## config.mk

```make
export PLATFORM = sky130hd
export DESIGN_NAME = irq_tree
export DESIGN_NICKNAME = d
export VERILOG_FILES = /design/src/rtl/irq_tree_pkg.sv /design/src/rtl/irq_evt_bank.sv /design/src/rtl/irq_src_summary.sv /design/src/rtl/irq_rd_mux.sv /design/src/rtl/irq_tree.sv
export SDC_FILE = /design/constraint.sdc
export NUM_CORES = 1
export LEC_CHECK = 0
export BUFFER_PORTS_ARGS = -buffer_cell sky130_fd_sc_hd__buf_2
export CAP_MARGIN = 20
export CORE_MARGIN = 8
export CORE_UTILIZATION = 50
export DETAILED_ROUTE_END_ITERATION = 10
export HOLD_SLACK_MARGIN = 0.06
export PLACE_DENSITY = 0.86
export SYNTH_ARGS = -nofsm -noshare
export SYNTH_HDL_FRONTEND = slang
export SYNTH_SLANG_ARGS = --single-unit
export TNS_END_PERCENT = 10
```

## constraint.sdc

```tcl
create_clock -name clk_i -period 2.68 [get_ports clk_i]
set_input_delay 0.536 -clock clk_i [delete_from_list [all_inputs] [get_ports clk_i]]
set_output_delay 0.536 -clock clk_i [all_outputs]
set_load 0.01 [all_outputs]
```

## src/rtl/irq_tree_pkg.sv

```systemverilog
package irq_tree_pkg;
  localparam int unsigned ADDR_W = 8;
  localparam int unsigned DATA_W = 32;
  localparam int unsigned M_EVT  = 10;
  localparam int unsigned M_LSB  = 4;
  localparam int unsigned S_EVT  = 8;
  localparam int unsigned S_LSB  = 0;
  localparam int unsigned N_SRC  = 2;

  localparam logic [ADDR_W-1:0] A_TOP_ST = 8'h04;
  localparam logic [ADDR_W-1:0] A_TOP_EN = 8'h08;
  localparam logic [ADDR_W-1:0] A_M_EN   = 8'h48;
  localparam logic [ADDR_W-1:0] A_M_ST   = 8'h4C;
  localparam logic [ADDR_W-1:0] A_S_EN   = 8'h70;
  localparam logic [ADDR_W-1:0] A_S_ST   = 8'h74;

  typedef enum logic [0:0] {SRC_MST = 1'b0, SRC_SLV = 1'b1} src_e;

  typedef struct packed {
    logic top_st;
    logic top_en;
    logic m_st;
    logic m_en;
    logic s_st;
    logic s_en;
  } wr_sel_t;
endpackage

```

## src/rtl/irq_evt_bank.sv

```systemverilog
module irq_evt_bank #(
  parameter int unsigned N = 8
) (
  input  logic         clk_i,
  input  logic         rst_ni,
  input  logic [N-1:0] evt_i,
  input  logic         st_clr_i,
  input  logic         en_wr_i,
  input  logic [N-1:0] wfield_i,
  output logic [N-1:0] st_o,
  output logic [N-1:0] en_o,
  output logic         pend_o
);
  logic [N-1:0] st_q, en_q;

  for (genvar b = 0; b < N; b++) begin : g_bit
    // a new pulse wins over a same-cycle clear
    always_ff @(posedge clk_i or negedge rst_ni) begin
      if (!rst_ni)                       st_q[b] <= 1'b0;
      else if (evt_i[b])                 st_q[b] <= 1'b1;
      else if (st_clr_i && wfield_i[b])  st_q[b] <= 1'b0;
    end

    always_ff @(posedge clk_i or negedge rst_ni) begin
      if (!rst_ni)      en_q[b] <= 1'b0;
      else if (en_wr_i) en_q[b] <= wfield_i[b];
    end
  end

  assign st_o   = st_q;
  assign en_o   = en_q;
  assign pend_o = |(st_q & en_q);
endmodule

```

## src/rtl/irq_src_summary.sv

```systemverilog
module irq_src_summary #(
  parameter int unsigned N_SRC = 2
) (
  input  logic             clk_i,
  input  logic             rst_ni,
  input  logic [N_SRC-1:0] pend_i,
  input  logic             st_clr_i,
  input  logic             en_wr_i,
  input  logic [N_SRC-1:0] wfield_i,
  output logic [N_SRC-1:0] st_o,
  output logic [N_SRC-1:0] en_o,
  output logic             irq_o
);
  logic [N_SRC-1:0] lat_q, en_q;
  logic             irq_q;

  for (genvar s = 0; s < N_SRC; s++) begin : g_src
    always_ff @(posedge clk_i or negedge rst_ni) begin
      if (!rst_ni)                       lat_q[s] <= 1'b0;
      else if (pend_i[s])                lat_q[s] <= 1'b1;
      else if (st_clr_i && wfield_i[s])  lat_q[s] <= 1'b0;
    end
  end

  always_ff @(posedge clk_i or negedge rst_ni) begin
    if (!rst_ni)      en_q <= '0;
    else if (en_wr_i) en_q <= wfield_i;
  end

  // live pending shows through without waiting for the latch
  assign st_o = lat_q | pend_i;
  assign en_o = en_q;

  always_ff @(posedge clk_i or negedge rst_ni) begin
    if (!rst_ni) irq_q <= 1'b0;
    else         irq_q <= |(st_o & en_q);
  end

  assign irq_o = irq_q;
endmodule

```

## src/rtl/irq_rd_mux.sv

```systemverilog
module irq_rd_mux
  import irq_tree_pkg::*;
(
  input  logic [ADDR_W-1:0] addr_i,
  input  logic [M_EVT-1:0]  m_st_i,
  input  logic [M_EVT-1:0]  m_en_i,
  input  logic [S_EVT-1:0]  s_st_i,
  input  logic [S_EVT-1:0]  s_en_i,
  input  logic [N_SRC-1:0]  t_st_i,
  input  logic [N_SRC-1:0]  t_en_i,
  output logic [DATA_W-1:0] rdata_o
);
  always_comb begin
    rdata_o = '0;
    unique case (addr_i)
      A_TOP_ST: rdata_o[N_SRC-1:0]     = t_st_i;
      A_TOP_EN: rdata_o[N_SRC-1:0]     = t_en_i;
      A_M_ST:   rdata_o[M_LSB +: M_EVT] = m_st_i;
      A_M_EN:   rdata_o[M_LSB +: M_EVT] = m_en_i;
      A_S_ST:   rdata_o[S_LSB +: S_EVT] = s_st_i;
      A_S_EN:   rdata_o[S_LSB +: S_EVT] = s_en_i;
      default:  rdata_o = '0;
    endcase
  end
endmodule

```

## src/rtl/irq_tree.sv

```systemverilog
module irq_tree
  import irq_tree_pkg::*;
(
  input  logic              clk_i,
  input  logic              rst_ni,
  input  logic [ADDR_W-1:0] addr_i,
  input  logic [DATA_W-1:0] wdata_i,
  input  logic              we_i,
  output logic [DATA_W-1:0] rdata_o,
  input  logic [M_EVT-1:0]  mst_evt_i,
  input  logic [S_EVT-1:0]  slv_evt_i,
  output logic              irq_o
);
  wr_sel_t          wsel;
  logic [M_EVT-1:0] m_st, m_en;
  logic [S_EVT-1:0] s_st, s_en;
  logic [N_SRC-1:0] t_st, t_en, pend;
  logic             unused_wdata;

  assign wsel.top_st = we_i && (addr_i == A_TOP_ST);
  assign wsel.top_en = we_i && (addr_i == A_TOP_EN);
  assign wsel.m_st   = we_i && (addr_i == A_M_ST);
  assign wsel.m_en   = we_i && (addr_i == A_M_EN);
  assign wsel.s_st   = we_i && (addr_i == A_S_ST);
  assign wsel.s_en   = we_i && (addr_i == A_S_EN);
  assign unused_wdata = ^wdata_i;

  irq_evt_bank #(.N(M_EVT)) i_mst_bank (
    .clk_i    (clk_i),
    .rst_ni   (rst_ni),
    .evt_i    (mst_evt_i),
    .st_clr_i (wsel.m_st),
    .en_wr_i  (wsel.m_en),
    .wfield_i (wdata_i[M_LSB +: M_EVT]),
    .st_o     (m_st),
    .en_o     (m_en),
    .pend_o   (pend[SRC_MST])
  );

  irq_evt_bank #(.N(S_EVT)) i_slv_bank (
    .clk_i    (clk_i),
    .rst_ni   (rst_ni),
    .evt_i    (slv_evt_i),
    .st_clr_i (wsel.s_st),
    .en_wr_i  (wsel.s_en),
    .wfield_i (wdata_i[S_LSB +: S_EVT]),
    .st_o     (s_st),
    .en_o     (s_en),
    .pend_o   (pend[SRC_SLV])
  );

  irq_src_summary #(.N_SRC(N_SRC)) i_summary (
    .clk_i    (clk_i),
    .rst_ni   (rst_ni),
    .pend_i   (pend),
    .st_clr_i (wsel.top_st),
    .en_wr_i  (wsel.top_en),
    .wfield_i (wdata_i[N_SRC-1:0]),
    .st_o     (t_st),
    .en_o     (t_en),
    .irq_o    (irq_o)
  );

  irq_rd_mux i_rd_mux (
    .addr_i  (addr_i),
    .m_st_i  (m_st),
    .m_en_i  (m_en),
    .s_st_i  (s_st),
    .s_en_i  (s_en),
    .t_st_i  (t_st),
    .t_en_i  (t_en),
    .rdata_o (rdata_o)
  );
endmodule

```

Yosys cells after proc, flatten, opt, wreduce, memory -nomap -nowiden
Index checks and enable logic that the tools add are counted.

Bitwise logic cells: 4. Multiplexer cells: 44. Reduce and logical (&&, ||, !) cells: 49. Equal/unequal tests: 6.

Operators with widths (number): two-way mux 1 bit (40); nonzero test 2 bit (20); == test 8 x 7 -> 1 bit (second input constant) (4); logical AND 1 bit (26); one-hot mux 4 bit (4 select lines) (1); one-hot mux 6 bit (2 select lines) (1); bitwise AND 10 bit (1); OR reduction 10 bit (1); bitwise AND 8 bit (1); == test 8 x 3 -> 1 bit (second input constant) (1); == test 8 x 4 -> 1 bit (second input constant) (1); one-hot mux 2 bit (4 select lines) (1); OR reduction 8 bit (1); one-hot mux 2 bit (2 select lines) (1); bitwise AND 2 bit (1); bitwise OR 2 bit (1); OR reduction 2 bit (1).

Word-level logic and storage cells: 143. Output and inout bits: 33. Input bits: 61. Bits in registers: 41.

Logic depth before layout (Yosys ltp)
Depth after elaboration: 5. Depth in mapped cells: 5. Gate-level depth less buffers: 4.

By module
From an unflattened synthesis, not the netlist that was laid out.

Cells, all modules: 200. Area, all modules: 2263.4 um^2.

Modules (own cells, without submodules): irq_evt_bank (i_mst_bank) (instances 1, area each 792.0 um^2, seq. area each 500.5 um^2, cells each 58); irq_evt_bank (i_slv_bank) (instances 1, area each 663.1 um^2, seq. area each 400.4 um^2, cells each 47); irq_rd_mux (instances 1, area each 525.5 um^2, seq. area each 0.0 um^2, cells each 69); irq_src_summary (instances 1, area each 195.2 um^2, seq. area each 125.1 um^2, cells each 14); irq_tree (instances 1, area each 87.6 um^2, seq. area each 0.0 um^2, cells each 12).

Least setup slack after synthesis
Ideal clock, no wire load.

Kind: input port to output port. From: input addr_i[7]. To: output rdata_o[4]. Buffers on the path: 1. Arrival: 1718 ps. Data required time: 2144 ps. Path slack: 426 ps. Cell stages on the path: 5. Cell sequence: or3_1 -> nor3_1 -> clkbuf_1 -> a22oi_1 -> o21ai_0.

Cells in the longest elaborated chain, start to end: 2. Elaborated cells on any way between the ends: 5. Those cells by class: eq/ne (4); mux (1).

Ends and longest elaborated chain: start, declared (RTL line irq_tree.sv:6) `input logic [ADDR_W-1:0] addr_i,`; == test 8 x 7 -> 1 bit (RTL line irq_rd_mux.sv:15) `unique case (addr_i)`; one-hot mux 4 bit (4 select lines) * (RTL line irq_rd_mux.sv:15); end, declared (RTL line irq_tree.sv:9) `output logic [DATA_W-1:0] rdata_o,`.

Mark *: on every way between the ends. The rest lies on a longest branch, timed or not.

Worst setup path in the final report
From: input addr_i[7]. To: output rdata_o[6].

The elaborated chain is that of the path after synthesis.

==> results.tsv <==
stage	metric	value	unit
clock_network	total CTS buffers	5	
sta	Setup Skew	2.91	ps
yosys	register area share after synthesis	0.488	
global_routing	number of global-route vias before repair	1625	
global_routing	global-route usage over all layers	0.146	
floorplanning	Die X-Extent	80.8	µm
finish	utilization after layout	0.619	
sta	fin crit share	0.920	
global_routing	first-pass GRT wire length	7610	µm
floorplanning	die span in y	80.8	µm
routing	total wire length	4870	µm
sta	crit path time final	2470	ps
floorplanning	core footprint	4030	µm²
routing	Residual DRC	0	
sta	Final WS setup	214	ps
yosys	Post-Syn Instances	187	
yosys	count of state elements after synthesis	41	
yosys	Synth async-reset ratio	1.00	
global_routing	largest net degree at the start of global routing	42	
placement	post-placement cell area	2410	µm²
yosys	YS warnings	0	
flow_run	Max Cap Viol	0	
yosys	Synth cell types	32	
clock_network	clock latency on the worst-skew pair	290	ps
placement	I/O Buffers	57	
sta	Max Clock Freq	405	MHz
finish	Nets	310	
power_and_ir_drop	Clk pwr share	0.343	
routing	drt first pass iters	5	
power_and_ir_drop	Power Density	470	nW/µm²
clock_network	CTS tree	built	
floorplanning	Ports	94	
placement	placed wire-length estimate	3660	µm
routing	DR vias/cell	5.58	
clock_network	Bufs on Longest Clock Path	2	
critical_path	CP Class	in2out	
routing	Antenna Nets Post-Route	0	
yosys	area fraction of the dominant cell type after synthesis	0.488	
clock_network	clock root cell	clkbuf_8	
global_routing	gr ovfl total	0	
global_routing	initial antenna violation count	0	
power_and_ir_drop	combinational share of power	0.106	
floorplanning	die area	6540	µm²
finish	diodes inserted	0	
routing	WL per Instance	16.3	µm
sta	Final Max Slew Viols	0	
routing	DR vias	1667	
routing	1st-iter DRT viols	82	
sta	Slew Limit Headroom	0.408	
critical_path	crit start category	input port	
critical_path	worst setup path start	addr_i[7]	
clock_network	CTS clk-pin slew, worst paths	70	ps
yosys	number of synthesized flops with an enable pin	0	
clock_network	TritonCTS Sinks	41	
power_and_ir_drop	switch share	0.239	
critical_path	CP Max Fanout	11	
worst_hold_path	Hold Crit Class	in2async	
yosys	Post-Synthesis Cell Area	2100	µm²
power_and_ir_drop	maximum vdd ir drop	0.000296	V
power_and_ir_drop	leak pwr	1.16	nW
power_and_ir_drop	total power	1.17	mW
yosys	Avg Cell Area, Syn	11.2	µm²
sta	RSZ-0062 raised after global routing	false	
critical_path	Critical Path AT	1930	ps
sta	Fin. Hold Viols	0	
floorplanning	Rows	23	
sta	final setup vio count	0	
power_and_ir_drop	sequential fraction of design power	0.552	
finish	Final Cell Area	2490	µm²
critical_path	Critical Path End Type	output port	
yosys	post-synth top area cell	dfrtp_1	
yosys	ys flop type	dfrtp_1	
sta	final setup TNS	0	ps
critical_path	FF-to-FF Start	i_mst_bank.st_o[1]$_DFFE_PN0P_	
placement	setup slack at placement	196	ps
clock_network	H-Tree Depth	2	
finish	layout cell share with drive strength beyond 1	0.325	
clock_network	post-CTS sizing	0	
placement	Placer Congestion	0.832	
floorplanning	initial cell density of the core	0.522	
clock_network	CTS Hold Bufs	0	
power_and_ir_drop	NetSw	0.280	mW
power_and_ir_drop	Int Pwr	0.892	mW
finish	area grow syn2layout	18.6	%
yosys	largest cells by area after synthesis	dfrtp_1 49%, a21o_1 6.8%, buf_4 6.4%	
critical_path	Worst Path Required	2140	ps
run_status	status	finished, final reports clean	
clock_network	post-CTS setup buffers	0	
sta	Slew @ Worst Pin	887	ps
==> routing by layer <==
metal / global-route usage / vias to the layer above / share of wire
met5: 0 / - / 0
met1: 0.177 / 802 / 0.40
li1: - / 787 / -
met2: 0.232 / 70 / 0.47
met4: 0.0554 / 0 / 0.014
met3: 0.0552 / 8 / 0.12
==> synth_stat cells, types with 3 or more instances <==
master / count
dfrtp_1: 41
a21o_1: 19
buf_4: 18
nand3_1: 14
nand2_1: 13
mux2_1: 12
a22oi_1: 11
a22o_1: 8
mux2_2: 8
mux2i_1: 8
o21ai_0: 6
buf_2: 3
clkbuf_1: 3
==> final timing paths <==
kind | endpoint | slack [ps] | cells after the start
setup / recovery | rdata_o[6] | 210 | 7
hold / removal | i_mst_bank.st_o[7]$_DFFE_PN0P_ | 360 | 1
setup reg to reg | i_summary.irq_o$_DFF_PN0_ | 1360 | 3
hold reg to reg | i_summary.lat_q[1]$_DFFE_PN0P_ | 500 | 1
max in group asynchronous | i_summary.en_o[1]$_DFFE_PN0P_ | 1760 | 1
min in group clk_i | i_mst_bank.st_o[5]$_DFFE_PN0P_ | 420 | 2
==> through the flow <==
| step | instances | hold WS (ps) |
|---|---|---|
| 2_1_floorplan | 204 | 240 |
| 3_3_place_gp | 292 | 475 |
| 3_5_place_dp | 292 | 480 |
| 4_1_cts | 299 | 394 |
| 5_1_grt | 299 | 407 |
| 6_report | 299 | 364 |
==> power by group through the flow <==
| stage | Combinational [mW] | Sequential, mW | Clock, mW |
|---|---|---|---|
| after floorplan | 0.0771 | 0.656 | 0 |
| after global placement | 0.121 | 0.657 | 0 |
| after detailed placement | 0.124 | 0.658 | 0 |
| after CTS | 0.124 | 0.646 | 0.413 |
| after global routing | 0.138 | 0.648 | 0.442 |
| final | 0.124 | 0.646 | 0.401 |
==> worst max-delay path: stages <==
cell     delay, ps
buf_2          110
or3_1          430
nor4b_2        290
buf_4          230
a22oi_1         80
o21ai_0         90
buf_2          170
==> area by class of cell <==
| cell class | count | area, µm² |
|---|---|---|
| Sequential cell | 41 | 1030 |
| Multi-Input combinational cell | 138 | 980 |
| Clock buffer | 7 | 86.3 |
| Tap cell | 50 | 62.6 |
| Timing Repair Buffer | 62 | 335 |
| Inverter | 1 | 3.75 |
| Fill cell | 350 | 1540 |
==> placed cells by master, fill, tap and decap left out, types with 4 or more instances in the layout <==
cell type,netlist,routed
mux2_1,12,12
mux2_2,8,8
conb_1,1,18
buf_2,3,57
clkbuf_8,0,6
o21ai_0,6,6
mux2i_1,8,8
dfrtp_1,41,41
a21o_1,19,19
a22oi_1,11,11
nand3_1,14,14
nand2_1,13,13
buf_4,18,4
a22o_1,8,8
==> flip-flops by register name, indices dropped and copies added, names as in the netlist <==
signal           cells
i_summary.irq_o      1
i_mst_bank.en_o     10
i_mst_bank.st_o     10
i_slv_bank.st_o      8
i_summary.en_o       2
i_slv_bank.en_o      8
i_summary.lat_q      2
==> kinds of logic (layout without fill, tap and decap cells) <==
logic type	count (synthesis)	after routing	synth area share
buffers and inverters	25	70	0.0786
other	1	18	0.00178
muxes	28	28	0.145
AOI/OAI and AO/OA	48	48	0.170
and+or+nand+nor	44	44	0.116
DFF	41	41	0.488
Note: power is estimated with default switching activity, not from simulation.
